[src/rtl/sr_pkg.sv]
// Package sr_pkg
// Shared state type, request opcodes and DRAM command encodings for the
// self-refresh entry controller. Commands are {cs_n, ras_n, cas_n, we_n}.
package sr_pkg;

    typedef enum logic [2:0] {
        ST_NORMAL  = 3'd0,
        ST_DRAIN   = 3'd1,
        ST_PRECH   = 3'd2,
        ST_SELFREF = 3'd3,
        ST_EXIT    = 3'd4
    } sr_state_e;

    localparam logic [1:0] OP_ACT = 2'd0;
    localparam logic [1:0] OP_RD  = 2'd1;
    localparam logic [1:0] OP_WR  = 2'd2;
    localparam logic [1:0] OP_PRE = 2'd3;

    localparam logic [3:0] CMD_NOP   = 4'b0111;
    localparam logic [3:0] CMD_ACT   = 4'b0011;
    localparam logic [3:0] CMD_RD    = 4'b0101;
    localparam logic [3:0] CMD_WR    = 4'b0100;
    localparam logic [3:0] CMD_PRE   = 4'b0010;
    localparam logic [3:0] CMD_REF   = 4'b0001;
    localparam logic [3:0] CMD_DESEL = 4'b1111;

endpackage

[src/rtl/sr_trigger.sv]
// Module sr_trigger
// Merges the three self-refresh sources into one request level. The force
// bit is ungated; panic and sleep each pass only while their enable is set.
// Assumes all inputs are already synchronous to the controller clock.
module sr_trigger #(
    parameter int NUM_SRC = 3
) (
    input  logic force_sr,
    input  logic panic_en,
    input  logic panic_irq,
    input  logic sleep_en,
    input  logic sleep_req,
    output logic trig
);

    logic [NUM_SRC-1:0] src_vec;

    // Gate each source with its enable and collect them in one vector.
    always_comb begin
        src_vec    = '0;
        src_vec[0] = force_sr;
        src_vec[1] = panic_en & panic_irq;
        src_vec[2] = sleep_en & sleep_req;
    end

    // Any enabled source requests self-refresh.
    assign trig = |src_vec;

endmodule

[src/rtl/sr_bank_track.sv]
// Module sr_bank_track
// Keeps one open flag per bank: set by an activate, cleared by a precharge
// to that bank or by a precharge-all. Assumes at most one of act_vld and
// pre_vld is high in a cycle.
module sr_bank_track #(
    parameter int NUM_BANKS = 8,
    parameter int BANK_W    = $clog2(NUM_BANKS)
) (
    input  logic              clk,
    input  logic              rst_n,
    input  logic              act_vld,
    input  logic              pre_vld,
    input  logic [BANK_W-1:0] bank,
    input  logic              clr_all,
    output logic              any_open
);

    logic [NUM_BANKS-1:0] open_vec;

    for (genvar b = 0; b < NUM_BANKS; b++) begin : g_bank
        logic open_q;

        // Track whether this bank holds an open row.
        always_ff @(posedge clk) begin
            if (!rst_n || clr_all)
                open_q <= 1'b0;
            else if (act_vld && bank == BANK_W'(b))
                open_q <= 1'b1;
            else if (pre_vld && bank == BANK_W'(b))
                open_q <= 1'b0;
        end

        assign open_vec[b] = open_q;
    end

    // Reduce the per-bank flags to a single open indication.
    assign any_open = |open_vec;

    a_r5_clear_all_closes: assert property (@(posedge clk) disable iff (!rst_n)
        clr_all |=> !any_open);

    a_r5_act_opens: assert property (@(posedge clk) disable iff (!rst_n)
        (act_vld && !clr_all) |=> any_open);

endmodule

[src/rtl/sr_timer.sv]
// Module sr_timer
// Down-counter shared by the precharge wait and the exit wait. A load sets
// the count; done is high while the count is zero. Assumes the loader
// passes the wait length minus one.
module sr_timer #(
    parameter int W = 4
) (
    input  logic         clk,
    input  logic         rst_n,
    input  logic         load,
    input  logic [W-1:0] load_val,
    output logic         done
);

    logic [W-1:0] cnt_q;

    // Load or count down toward zero, then hold.
    always_ff @(posedge clk) begin
        if (!rst_n)
            cnt_q <= '0;
        else if (load)
            cnt_q <= load_val;
        else if (cnt_q != '0)
            cnt_q <= cnt_q - 1'b1;
    end

    assign done = (cnt_q == '0);

    a_r8_done_holds: assert property (@(posedge clk) disable iff (!rst_n)
        (done && !load) |=> done);

endmodule

[src/rtl/sr_entry_ctrl.sv]
// Module sr_entry_ctrl
// Sequences DRAM self-refresh entry and exit: drains queued traffic, closes
// open banks with precharge-all, waits T_RP, issues self-refresh with CKE
// low, holds until every enabled trigger is gone, then raises CKE and waits
// T_XS before accepting traffic. Assumes T_RP >= 1 and T_XS >= 1, and that
// upstream keeps queue_pend high until its queued transactions are sent.
module sr_entry_ctrl
    import sr_pkg::*;
#(
    parameter int NUM_BANKS = 8,
    parameter int BANK_W    = $clog2(NUM_BANKS),
    parameter int T_RP      = 4,
    parameter int T_XS      = 6
) (
    input  logic              clk,
    input  logic              rst_n,
    input  logic              force_sr,
    input  logic              panic_en,
    input  logic              panic_irq,
    input  logic              sleep_en,
    input  logic              sleep_req,
    input  logic              queue_pend,
    input  logic              req_valid,
    input  logic [1:0]        req_op,
    input  logic [BANK_W-1:0] req_bank,
    output logic              req_ready,
    output logic [3:0]        cmd_bus,
    output logic [BANK_W-1:0] cmd_bank,
    output logic              cmd_all,
    output logic              cke,
    output logic [2:0]        status
);

    localparam int T_MAX = (T_RP > T_XS) ? T_RP : T_XS;
    localparam int TW    = $clog2(T_MAX + 1);
    localparam logic [TW-1:0] TRP_M1 = TW'(T_RP - 1);
    localparam logic [TW-1:0] TXS_M1 = TW'(T_XS - 1);

    sr_state_e         state_q;
    logic              trig;
    logic              any_open;
    logic              t_done;
    logic              accept;
    logic              drain_end;
    logic              go_prech;
    logic              go_exit;
    logic              t_load;
    logic [TW-1:0]     t_val;
    logic [3:0]        cmd_q;
    logic [BANK_W-1:0] bank_q;
    logic              all_q;
    logic              cke_q;

    sr_trigger u_trig (
        .force_sr  (force_sr),
        .panic_en  (panic_en),
        .panic_irq (panic_irq),
        .sleep_en  (sleep_en),
        .sleep_req (sleep_req),
        .trig      (trig)
    );

    sr_bank_track #(
        .NUM_BANKS (NUM_BANKS),
        .BANK_W    (BANK_W)
    ) u_banks (
        .clk      (clk),
        .rst_n    (rst_n),
        .act_vld  (accept && req_op == OP_ACT),
        .pre_vld  (accept && req_op == OP_PRE),
        .bank     (req_bank),
        .clr_all  (go_prech),
        .any_open (any_open)
    );

    sr_timer #(.W(TW)) u_timer (
        .clk      (clk),
        .rst_n    (rst_n),
        .load     (t_load),
        .load_val (t_val),
        .done     (t_done)
    );

    // Ready: open in normal operation and while queued traffic drains.
    assign req_ready = (state_q == ST_NORMAL) ||
                       (state_q == ST_DRAIN && queue_pend);
    assign accept    = req_valid && req_ready;

    // Transition conditions that also drive the tracker and timer.
    always_comb begin
        drain_end = (state_q == ST_DRAIN) && !accept && !queue_pend;
        go_prech  = drain_end && any_open;
        go_exit   = (state_q == ST_SELFREF) && !trig;
        t_load    = go_prech || go_exit;
        t_val     = go_prech ? TRP_M1 : TXS_M1;
    end

    // Translate an accepted request opcode into its DRAM command.
    function automatic logic [3:0] op_to_cmd(input logic [1:0] op);
        case (op)
            OP_ACT:  return CMD_ACT;
            OP_RD:   return CMD_RD;
            OP_WR:   return CMD_WR;
            default: return CMD_PRE;
        endcase
    endfunction

    // Entry/exit sequencer with registered command bus and clock enable.
    always_ff @(posedge clk) begin
        if (!rst_n) begin
            state_q <= ST_NORMAL;
            cmd_q   <= CMD_NOP;
            bank_q  <= '0;
            all_q   <= 1'b0;
            cke_q   <= 1'b1;
        end else begin
            cmd_q <= CMD_NOP;
            all_q <= 1'b0;
            if (accept) begin
                cmd_q  <= op_to_cmd(req_op);
                bank_q <= req_bank;
            end
            case (state_q)
                ST_NORMAL: begin
                    if (trig)
                        state_q <= ST_DRAIN;
                end
                ST_DRAIN: begin
                    if (go_prech) begin
                        cmd_q   <= CMD_PRE;
                        all_q   <= 1'b1;
                        state_q <= ST_PRECH;
                    end else if (drain_end) begin
                        cmd_q   <= CMD_REF;
                        cke_q   <= 1'b0;
                        state_q <= ST_SELFREF;
                    end
                end
                ST_PRECH: begin
                    if (t_done) begin
                        cmd_q   <= CMD_REF;
                        cke_q   <= 1'b0;
                        state_q <= ST_SELFREF;
                    end
                end
                ST_SELFREF: begin
                    if (go_exit) begin
                        cke_q   <= 1'b1;
                        state_q <= ST_EXIT;
                    end else begin
                        cmd_q <= CMD_DESEL;
                    end
                end
                ST_EXIT: begin
                    if (t_done)
                        state_q <= ST_NORMAL;
                end
                default: state_q <= ST_NORMAL;
            endcase
        end
    end

    assign cmd_bus  = cmd_q;
    assign cmd_bank = bank_q;
    assign cmd_all  = all_q;
    assign cke      = cke_q;
    assign status   = state_q;

    a_r7_sre_cke_low: assert property (@(posedge clk) disable iff (!rst_n)
        (cmd_bus == CMD_REF) |-> !cke);

    a_r7_selfref_holds_cke: assert property (@(posedge clk) disable iff (!rst_n)
        (state_q == ST_SELFREF) |-> !cke);

    a_r6_banks_closed_at_sre: assert property (@(posedge clk) disable iff (!rst_n)
        (cmd_bus == CMD_REF) |-> !any_open);

    a_r5_prea_enters_wait: assert property (@(posedge clk) disable iff (!rst_n)
        (cmd_bus == CMD_PRE && cmd_all) |-> (state_q == ST_PRECH));

    a_r8_cke_rise_exit: assert property (@(posedge clk) disable iff (!rst_n)
        $rose(cke) |-> (state_q == ST_EXIT));

    a_r4_selfref_quiet: assert property (@(posedge clk) disable iff (!rst_n)
        (state_q == ST_SELFREF && $past(state_q) == ST_SELFREF) |->
            (cmd_bus == CMD_DESEL));

endmodule

[config.mk]
export PLATFORM = sky130hd
export DESIGN_NAME = sr_entry_ctrl
export DESIGN_NICKNAME = d
export VERILOG_FILES = /design/src/rtl/sr_pkg.sv /design/src/rtl/sr_trigger.sv /design/src/rtl/sr_bank_track.sv /design/src/rtl/sr_timer.sv /design/src/rtl/sr_entry_ctrl.sv
export SDC_FILE = /design/constraint.sdc
export NUM_CORES = 1
export LEC_CHECK = 0
export ABC_AREA = 1
export ABC_CLOCK_PERIOD_IN_PS = 2200
export BUFFER_PORTS_ARGS = -buffer_cell sky130_fd_sc_hd__buf_4
export CAP_MARGIN = 5
export CORE_MARGIN = 2
export CORE_UTILIZATION = 55
export DETAILED_ROUTE_END_ITERATION = 10
export PLACE_DENSITY = 0.8
export RECOVER_POWER = 100
export SYNTH_ARGS = -nofsm -noshare
export SYNTH_HDL_FRONTEND = slang
export SYNTH_SLANG_ARGS = --single-unit
export TNS_END_PERCENT = 5
[constraint.sdc]
create_clock -name clk -period 2.2 [get_ports clk]
set_clock_uncertainty 0.05 [all_clocks]
set_input_delay 0.55 -clock clk [delete_from_list [all_inputs] [get_ports clk]]
set_output_delay 0.55 -clock clk [all_outputs]
set_load 0.03 [all_outputs]
==> PnR_summary.wiki, run 1 <==
{| class="wikitable"
! Metric !! Value
|-
| Inserted Clock Buffers || 3
|-
| Fin. max-slew vios || 0
|-
| Fraction of layout instances using a drive strength above 1 || 0.131
|-
| Clock slew at reported path FFs || about 0.13 ns
|-
| Antenna Cells || 0
|-
| Final setup violating endpoints || 0
|-
| Post-CTS setup buffer count || 0
|-
| Number of antenna violations at the first check in global routing || 0
|-
| Via count of the routed design || between 1,000 and 1,500
|-
| Most used cell, CP || nand2_4
|-
| Sequential fraction of the synthesis area || 0.365
|-
| Leading cell type in the layout, fill and taps excluded || nand2_1
|-
| Register bit total from synthesis || 23
|-
| Post-detailed-route wirelength per cell || about 11 um
|-
| Via count of the first global-routing pass || about 1,100
|-
| Top cell family by delay on the critical path || simple AND/OR/NAND/NOR gates
|-
| Tcrit/Tclk final || 0.916
|-
| Part of the total power dissipated in combinational logic || 0.512
|-
| Standby leakage power || between 0.6 and 0.7 nW
|-
| Cell Int Power || slightly above 800 uW
|-
| Remaining antenna violation count after routing || 0
|-
| Die Outline Area || approximately 2700 um^2
|-
| Average vias per placed instance || roughly 5.2
|-
| Crit end category || primary output
|-
| Net count of the mapped netlist || ~200
|-
| Power density of the placed cells || 1070 nW/um^2
|-
| Leading cell types in the layout, fill and taps excluded || 42 x nand2_1, 30 x inv_1, 23 x dfxtp_1
|-
| Crit-path max cell delay || around 0.36 ns
|-
| Share of total power consumed by net switching || 0.476
|-
| Worst hold path class || reg -> reg
|-
| Number of placement rows || 17
|-
| First-pass GRT wire length || about 4400 um
|-
| Cells along the critical path || inv_2 > nand2_2 > nor2_4 > nand2_4 > nand2_4 > clkbuf_2
|-
| Routed Wire Length || roughly 2600 um
|-
| PortBufs || 26
|-
| CTS resizes || 0
|-
| Area of the placeable core || approximately 2200 um^2
|-
| Fmax || roughly 500 MHz
|-
| Synthesis Warnings || 0
|-
| Initial DRT Pass Iterations || 5
|-
| Initial cell density of the core || 0.576
|-
| Worst relative slew slack || 0.682
|-
| Proportion of power drawn by the clock network || 0.127
|-
| Worst setup startpoint || status[2]
|-
| Worst hold start || u_banks.g_bank[0].open_q
|-
| Switching power || between 700 and 800 uW
|-
| Final HPWL DP || between 2000 and 2500 um
|-
| Non-filler instance count after layout || around 230
|-
| # nets final || roughly 230
|-
| Number of cells produced by synthesis || 179
|-
| TritonCTS clock tree || built
|-
| CTS Hold Bufs || 0
|-
| Drt first-iter violations || 30
|-
| Clock tree sinks || 23
|-
| Arrival time at the worst endpoint || between 1 and 1.5 ns
|-
| Root buf cell || clkbuf_4
|-
| Worst path bufs/invs || 2
|-
| Total negative slack for setup checks || 0 ns
|-
| Distinct cells, synth || 26
|-
| Width of the die || 51.9 um
|-
| Number of levels in the clock H-tree || 1
|-
| Cell with the largest stage delay on the worst path || dfxtp_1
|-
| Remaining Overflow, GRT || 0
|-
| Max_cap viols || 0
|-
| Hold violation total from the final report || 0
|-
| Post-synthesis instance area || between 1000 and 1500 um^2
|-
| Clk buf depth || 2
|-
| Worst-Skew Late Latency || 0.32 ns
|-
| Maximum resistive drop on vdd || ~670 uV
|-
| Post-route DRC violation count || 0
|-
| Slew of the pin with the lowest slew margin || 0.478 ns
|-
| Top Ports || 27
|-
| Overall track demand over capacity in global routing || 0.213
|-
| Startpoint Class || register
|-
| Maximum fanout along the worst path || 10
|-
| Final critical path time including I/O delays and setup || 2.02 ns
|-
| Mapped Avg Cell Area || a little over 7 um^2
|-
| Status || finished, final reports clean
|-
| Gpl congestion || 0.807
|-
| Classification of the worst setup path || reg -> out
|-
| Critical R2R Launch || status[1]
|-
| Largest net degree at the start of global routing || 14
|-
| Area growth from synthesis to final layout || 14.2%
|-
| Data required time of the worst path || ~1.6 ns
|-
| Setup repair after global routing missed its margin || false
|-
| Die outline height || a little over 50 um
|-
| Number of cells after detailed placement || 230
|-
| Sequential cell fraction of total power || 0.361
|}
-- registers in the layout (all words and copies together) (netlist names) --
name                   cells
status                     3
u_timer.cnt_q              3
cke                        1
cmd_bus                    4
cmd_bank                   3
u_banks.g_bank.open_q      8
cmd_all                    1
-- worst paths after layout --
path	slack [ns]	endpoint	depth (start not counted)
min reg2reg	0.42	u_banks.g_bank[0].open_q	2
max reg2reg	0.53	u_timer.cnt_q[2]	6
min	0.42	u_banks.g_bank[0].open_q	2
max	0.18	req_ready	6
-- area by class of cell --
class / instances / area [um^2]
Tap cell: 28 / 35.0
Clock inverter: 1 / 5.00
Fill cell: 213 / 751
Inverter: 31 / 116
Multi-Input combinational cell: 122 / 653
Timing Repair Buffer: 26 / 148
Sequential cell: 23 / 460
Clock buffer: 3 / 22.5
-- power by group through the flow --
stage / registers, mW / clock network, mW / logic [mW]
2_1_floorplan: 0.685 / 0 / 0.512
3_3_place_gp: 0.565 / 0 / 0.849
5_1_grt: 0.569 / 0.212 / 0.879
4_1_cts: 0.562 / 0.202 / 0.875
6_report: 0.558 / 0.196 / 0.790
3_5_place_dp: 0.571 / 0 / 0.871
-- worst min-delay path, cell delays in order (launching register included) --
cell and delay, ns:
dfxtp_1 0.33, nand2_1 0.06, a21oi_1 0.05
-- layer usage --
metal	vias up	track usage	wire, um	part of all wire
met3	4	0.0287	100	0.039
met1	548	0.231	1100	0.43
li1	631	-	-	-
met5	-	0	0	0
met4	0	0.0789	39	0.015
met2	31	0.411	1340	0.52
-- synth_stat cells, drive strengths merged --
library cell / instances / area [um^2]
nand2: 46 / 205
inv: 31 / 116
dfxtp: 23 / 460
a21oi: 17 / 88.8
nor2: 14 / 78.8
nand3: 10 / 55.1
nor3: 9 / 45.0
nand4: 8 / 50.1
o21ai: 7 / 35.0
ha: 5 / 62.6
clkbuf: 2 / 7.51
a211oi: 1 / 12.5
a21boi: 1 / 7.51
buf: 1 / 5.00
o211ai: 1 / 7.51
or2: 1 / 6.26
xnor2: 1 / 8.76
xor2: 1 / 8.76
-- metrics by stage --
| stage | util | hold WS [ns] | setup slack (ns) | area [um^2] | power (mW) |
|---|---|---|---|---|---|
| floorplan | - | 0.389 | 0.591 | 1260 | 1.20 |
| global placement | 0.675 | 0.397 | 0.548 | 1480 | 1.41 |
| detailed placement | 0.675 | 0.401 | 0.543 | 1480 | 1.44 |
| CTS | 0.688 | 0.419 | 0.213 | 1510 | 1.64 |
| global route | 0.657 | 0.420 | 0.0938 | 1440 | 1.66 |
| finish | 0.657 | 0.420 | 0.185 | 1440 | 1.54 |
-- cell families (layout without fill, tap and decap cells) --
group	Yosys count	after routing	share of synthesized area
fa+ha+maj	5	5	0.0496
flops	23	23	0.365
compound gates	27	27	0.120
xor+xnor	2	2	0.0139
simple gates	88	88	0.349
buf+inv	34	61	0.102
Note: power is estimated with default switching activity, not from simulation.
==> run 2, diff against run 1 <==
- CORE_MARGIN: 2 -> not set
==> run 2 against run 1 <==
Net effect: sequential power barely moved; critical path type unchanged; core utilization rose by 4.0 points; via count rose by 0.16%; die area fell by 7.6%.
==> PnR_summary.wiki, run 2 (synthesis results as in run 1) <==
{| class="wikitable"
! Metric !! Value
|-
| Instance count on the critical path || 4
|-
| Number of placement rows || 16
|-
| Terminus of the critical flop-to-flop path || cmd_bus[1]
|-
| Crit end category || primary output
|-
| Total negative slack for setup checks || 0 ns
|-
| Switching power || approximately 730 uW
|-
| Arrival time at the worst endpoint || 1.43 ns
|-
| Via count of the first global-routing pass || 1,134
|-
| Antenna Cells || 0
|-
| Die Outline Area || ~2500 um^2
|-
| Instance area at placement || roughly 1500 um^2
|-
| Worst setup startpoint || status[1]
|-
| Register with the most flip-flops || u_banks.g_bank.open_q
|-
| Startpoint Class || register
|-
| Part of the total power dissipated in combinational logic || 0.517
|-
| Root buf cell || clkbuf_4
|-
| Power density of the placed cells || about 1100 nW/um^2
|-
| Setup crit end || req_ready
|-
| Routed Wire Length || roughly 2800 um
|-
| Width of the die || between 40 and 50 um
|-
| Initial DRT Pass Iterations || 4
|-
| Post-CTS setup buffer count || 0
|-
| Max_cap viols || 0
|-
| Maximum fanout along the worst path || 10
|-
| Post-detailed-route wirelength per cell || approximately 12 um
|-
| Worst-Skew Late Latency || just over 0.3 ns
|-
| Flip-flop count of the largest register after layout || 8
|-
| Drt first-iter violations || 35
|-
| Classification of the worst setup path || reg -> out
|-
| First-pass GRT wire length || around 5000 um
|-
| Standby leakage power || 0.670 nW
|-
| CTS Hold Bufs || 0
|-
| Hold violation total from the final report || 0
|-
| Worst reg2reg path depth || 9
|-
| Final cell area excluding filler cells || about 1400 um^2
|-
| CTS resizes || 0
|-
| Number of levels in the clock H-tree || 1
|-
| Post-route DRC violation count || 0
|-
| Share of total power consumed by net switching || 0.475
|-
| Remaining antenna violation count after routing || 0
|-
| Setup repair after global routing missed its margin || false
|-
| # nets final || about 230
|-
| Fraction of layout instances using a drive strength above 1 || 0.126
|-
| Register-to-register setup slack || about 0.55 ns
|-
| Number of antenna violations at the first check in global routing || 0
|-
| Proportion of power drawn by the clock network || 0.123
|-
| Worst relative slew slack || 0.682
|-
| Cell Int Power || 812 uW
|-
| Data required time of the worst path || ~1.6 ns
|-
| Final critical path time including I/O delays and setup || roughly 2.0 ns
|-
| Clock slew at reported path FFs || about 0.11 ns
|-
| Clock tree sinks || 23
|-
| Average vias per placed instance || between 5 and 6
|-
| Leading cell types in the layout, fill and taps excluded || 42 x nand2_1, 30 x inv_1, 23 x dfxtp_1
|-
| Die outline height || between 40 and 50 um
|-
| Crit-path max cell delay || roughly 0.40 ns
|-
| Overall track demand over capacity in global routing || 0.257
|-
| Via count of the routed design || 1,216
|-
| Finished Core Util || 0.697
|-
| Area growth from synthesis to final layout || 14.0%
|-
| TritonCTS clock tree || built
|-
| Initial cell density of the core || 0.612
|-
| Fmax || 493 MHz
|-
| Cell with the largest stage delay on the worst path || dfxtp_1
|-
| Worst slack at placement || roughly 0.54 ns
|-
| Final setup violating endpoints || 0
|-
| Gpl congestion || roughly 0.87
|-
| Fin. max-slew vios || 0
|-
| Inserted Clock Buffers || 3
|-
| Leading cell type in the layout, fill and taps excluded || nand2_1
|-
| Sequential cell fraction of total power || 0.361
|-
| PortBufs || 26
|-
| Maximum resistive drop on vdd || 685 uV
|-
| Area of the placeable core || 2060 um^2
|-
| Status || finished, final reports clean
|-
| Largest net degree at the start of global routing || 13
|-
| Critical R2R Launch || u_timer.cnt_q[0]
|-
| Filler cell count in the final layout || about 200
|-
| Cells along the critical path || inv_1 > nand3_2 > nand2_4 > clkbuf_2
|-
| Tcrit/Tclk final || 0.922
|-
| Final HPWL DP || around 2200 um
|-
| Slew of the pin with the lowest slew margin || 0.477 ns
|-
| Worst hold path class || reg -> reg
|-
| Top Ports || 27
|-
| Worst path bufs/invs || 2
|-
| Remaining Overflow, GRT || 0
|-
| Final Worst Setup Slack || between 0.15 and 0.2 ns
|-
| Clk buf depth || 2
|-
| Top cell family by delay on the critical path || flip-flops
|}
-- run 2: cell count changes in the layout (fill, tap and decap cells not counted), sizes merged --
cell    previous run  this run
clkbuf            16        17
clkinv             1         0
-- run 2: tightest hold or removal path, cell delays in order (launching register included) --
cell and delay, ns:
dfxtp_1 0.33, nand2_1 0.06, a21oi_1 0.05
-- run 2: layout make-up --
| class | instances | area, um^2 | area share |
|---|---|---|---|
| repair buffers | 26 | 148 | 0.103 |
| inverters | 31 | 116 | 0.0809 |
| multi-input cells | 122 | 653 | 0.454 |
| well taps | 27 | 33.8 | 0.0235 |
| clock buffers | 4 | 26.3 | 0.0183 |
| flip-flops and latches | 23 | 460 | 0.320 |
-- run 2: power groups by stage --
| stage | clock network, mW | logic (mW) | registers (mW) |
|---|---|---|---|
| detailed placement | 0 | 0.874 | 0.569 |
| global route | 0.220 | 0.881 | 0.571 |
| global placement | 0 | 0.844 | 0.568 |
| finish | 0.190 | 0.799 | 0.558 |
| floorplan | 0 | 0.512 | 0.685 |
| CTS | 0.197 | 0.880 | 0.562 |
-- run 2: how the worst min path moves through the flow --
stage,start,to,cells past startpoint
after floorplan,u_timer.cnt_q[1],u_timer.cnt_q[1],2
after global placement,cke,cke,2
after detailed placement,cke,cke,2
after CTS,rst_n,cmd_bus[2],2
after global routing,rst_n,cmd_bus[2],2
final,u_banks.g_bank[4].open_q,u_banks.g_bank[4].open_q,2
-- run 2: routing by layer --
layer	GRT usage	share of wire	wire [um]
met1	0.320	0.46	1290
met5	0	0	0
met4	0.0571	0.0097	27
met2	0.441	0.48	1340
met3	0.0648	0.046	128
-- run 2: per-stage QoR --
stage               power [mW]  cells  hold WS, ns
floorplan                 1.20    179        0.389
global placement          1.41    229        0.395
detailed placement        1.44    229        0.399
CTS                       1.64    233        0.422
global route              1.67    233        0.411
finish                    1.55    233        0.422
==> run 3, diff against run 2 <==
- CORE_MARGIN: not set -> 5
- CORE_UTILIZATION: 55 -> 40
- PLACE_DENSITY: 0.8 -> not set
==> run 3 against run 2 <==
Net effect: final cell count grew 7.3%; critical path type unchanged; first-iteration DRC count increased by 57%; die area up 76%; via count down 2.3%; critical path depth is 2 higher; power is 0.83% lower.
==> PnR_summary.wiki, run 3 (synthesis results as in run 1) <==
{| class="wikitable"
! Metric !! Value
|-
| Status || finished, final reports clean
|-
| Most used cell, CP || nand2_4
|-
| Die Outline Area || between 4000 and 5000 um^2
|-
| Number of levels in the clock H-tree || 1
|-
| Filler cell count in the final layout || about 340
|-
| Flip-flop count of the largest register after layout || 8
|-
| Final setup violating endpoints || 0
|-
| Largest net degree at the start of global routing || 13
|-
| Maximum fanout along the worst path || 10
|-
| Worst hold path class || reg -> reg
|-
| Arrival time at the worst endpoint || between 1 and 1.5 ns
|-
| Via count of the first global-routing pass || 1,171
|-
| Initial DRT Pass Iterations || 4
|-
| Classification of the worst setup path || reg -> out
|-
| Inserted Clock Buffers || 3
|-
| Final HPWL DP || 2260 um
|-
| Standby leakage power || 0.670 nW
|-
| Register with the most flip-flops || u_banks.g_bank.open_q
|-
| Final critical path time including I/O delays and setup || between 2 and 2.5 ns
|-
| Area growth from synthesis to final layout || 15.7%
|-
| Routed wire length on met3 || 151 um
|-
| PortBufs || 26
|-
| # nets final || roughly 230
|-
| Fmax || 500 MHz
|-
| Tcrit/Tclk final || 0.909
|-
| Startpoint Class || register
|-
| Overall track demand over capacity in global routing || 0.150
|-
| Post-detailed-route wirelength per cell || between 10 and 15 um
|-
| Crit-path max cell delay || 0.36 ns
|-
| Routed Wire Length || 2860 um
|-
| Gpl congestion || 0.941
|-
| Met2 Wirelength || between 1000 and 1500 um
|-
| Die outline height || around 66 um
|-
| Met1 wire length || between 1000 and 1500 um
|-
| Power density of the placed cells || ~1100 nW/um^2
|-
| Top cell family by delay on the critical path || simple AND/OR/NAND/NOR gates
|-
| Width of the die || 66.2 um
|-
| Clk buf depth || 2
|-
| Clock tree sinks || 23
|-
| Post-route DRC violation count || 0
|-
| Total negative slack for setup checks || 0 ns
|-
| Finished Core Util || 0.482
|-
| Maximum resistive drop on vdd || around 370 uV
|-
| Average vias per placed instance || around 4.8
|-
| Top Ports || 27
|-
| Fin. max-slew vios || 0
|-
| Data required time of the worst path || roughly 1.6 ns
|-
| Worst relative slew slack || 0.608
|-
| Drt first-iter violations || 55
|-
| TritonCTS clock tree || built
|-
| Initial cell density of the core || 0.417
|-
| CTS resizes || 0
|-
| Setup repair after global routing missed its margin || false
|-
| Hold violation total from the final report || 0
|-
| Topmost layer with routed signal wires || met4
|-
| Fraction of layout instances using a drive strength above 1 || 0.126
|-
| Area of the placeable core || between 3000 and 4000 um^2
|-
| First-pass GRT wire length || roughly 5200 um
|-
| Remaining antenna violation count after routing || 0
|-
| Number of antenna violations at the first check in global routing || 0
|-
| Root buf cell || clkbuf_4
|-
| Post-CTS setup buffer count || 0
|-
| Via count of the routed design || about 1,200
|-
| Antenna Cells || 0
|-
| Slew of the pin with the lowest slew margin || 0.588 ns
|-
| Clock slew at reported path FFs || about 0.12 ns
|-
| Number of placement rows || 20
|-
| Remaining Overflow, GRT || 0
|-
| Cells along the critical path || inv_2 > nand2_2 > nor2_4 > nand2_4 > nand2_4 > clkbuf_2
|-
| Max_cap viols || 0
|-
| Cell with the largest stage delay on the worst path || dfxtp_1
|-
| Worst path bufs/invs || 2
|-
| Leading cell type in the layout, fill and taps excluded || nand2_1
|-
| Worst-Skew Late Latency || roughly 0.30 ns
|-
| Leading cell types in the layout, fill and taps excluded || 42 x nand2_1, 30 x inv_1, 23 x dfxtp_1
|-
| Crit end category || primary output
|-
| CTS Hold Bufs || 0
|}
## run 3: worst reg2reg max path, stage by stage (launching register included)
cell      delay, ns
dfxtp_1        0.48
inv_1          0.14
nand2_1        0.15
nor2_1         0.07
nand2_1        0.19
nand2_1        0.26
a211oi_1       0.28
## run 3: cell type report
type,instances,area [um^2],share of cell area
multi-input combinational,122,653,0.448
sequential,23,460,0.316
timing repair buffer,26,148,0.101
inverter,31,116,0.0798
tap,44,55.1,0.0377
clock buffer,4,26.3,0.0180
## run 3: where the power goes
| group | internal, mW | leakage [nW] | switching (mW) | total, mW |
|---|---|---|---|---|
| sequential | 0.505 | 0.188 | 0.0520 | 0.557 |
| clock | 0.0706 | 0.0150 | 0.117 | 0.187 |
| combinational | 0.235 | 0.467 | 0.555 | 0.789 |
## run 3: layer usage
metal / vias to the layer above / GRT usage
met1: 529 / 0.185
met2: 30 / 0.254
met5: - / 0
met4: 0 / 0.0508
met3: 2 / 0.0323
li1: 627 / -
## run 3: path summary, 6_finish.rpt
| path | startpoint | end | slack [ns] | cells after the start |
|---|---|---|---|---|
| worst max-delay path | status[2] | req_ready | 0.20 | 6 |
| worst min-delay path | u_banks.g_bank[5].open_q | u_banks.g_bank[5].open_q | 0.42 | 2 |
| worst max register to register | status[1] | u_timer.cnt_q[2] | 0.51 | 6 |
| worst min register to register | u_banks.g_bank[5].open_q | u_banks.g_bank[5].open_q | 0.42 | 2 |
## run 3: stage by stage
stage | hold slack, ns | power, mW | instances | cell area (um^2) | setup WS [ns]
after floorplan | 0.389 | 1.20 | 179 | 1260 | 0.591
after global placement | 0.398 | 1.43 | 246 | 1500 | 0.547
after detailed placement | 0.403 | 1.44 | 246 | 1500 | 0.532
after CTS | 0.419 | 1.64 | 250 | 1530 | 0.211
after global routing | 0.433 | 1.68 | 250 | 1460 | 0.0573
final | 0.417 | 1.53 | 250 | 1460 | 0.200
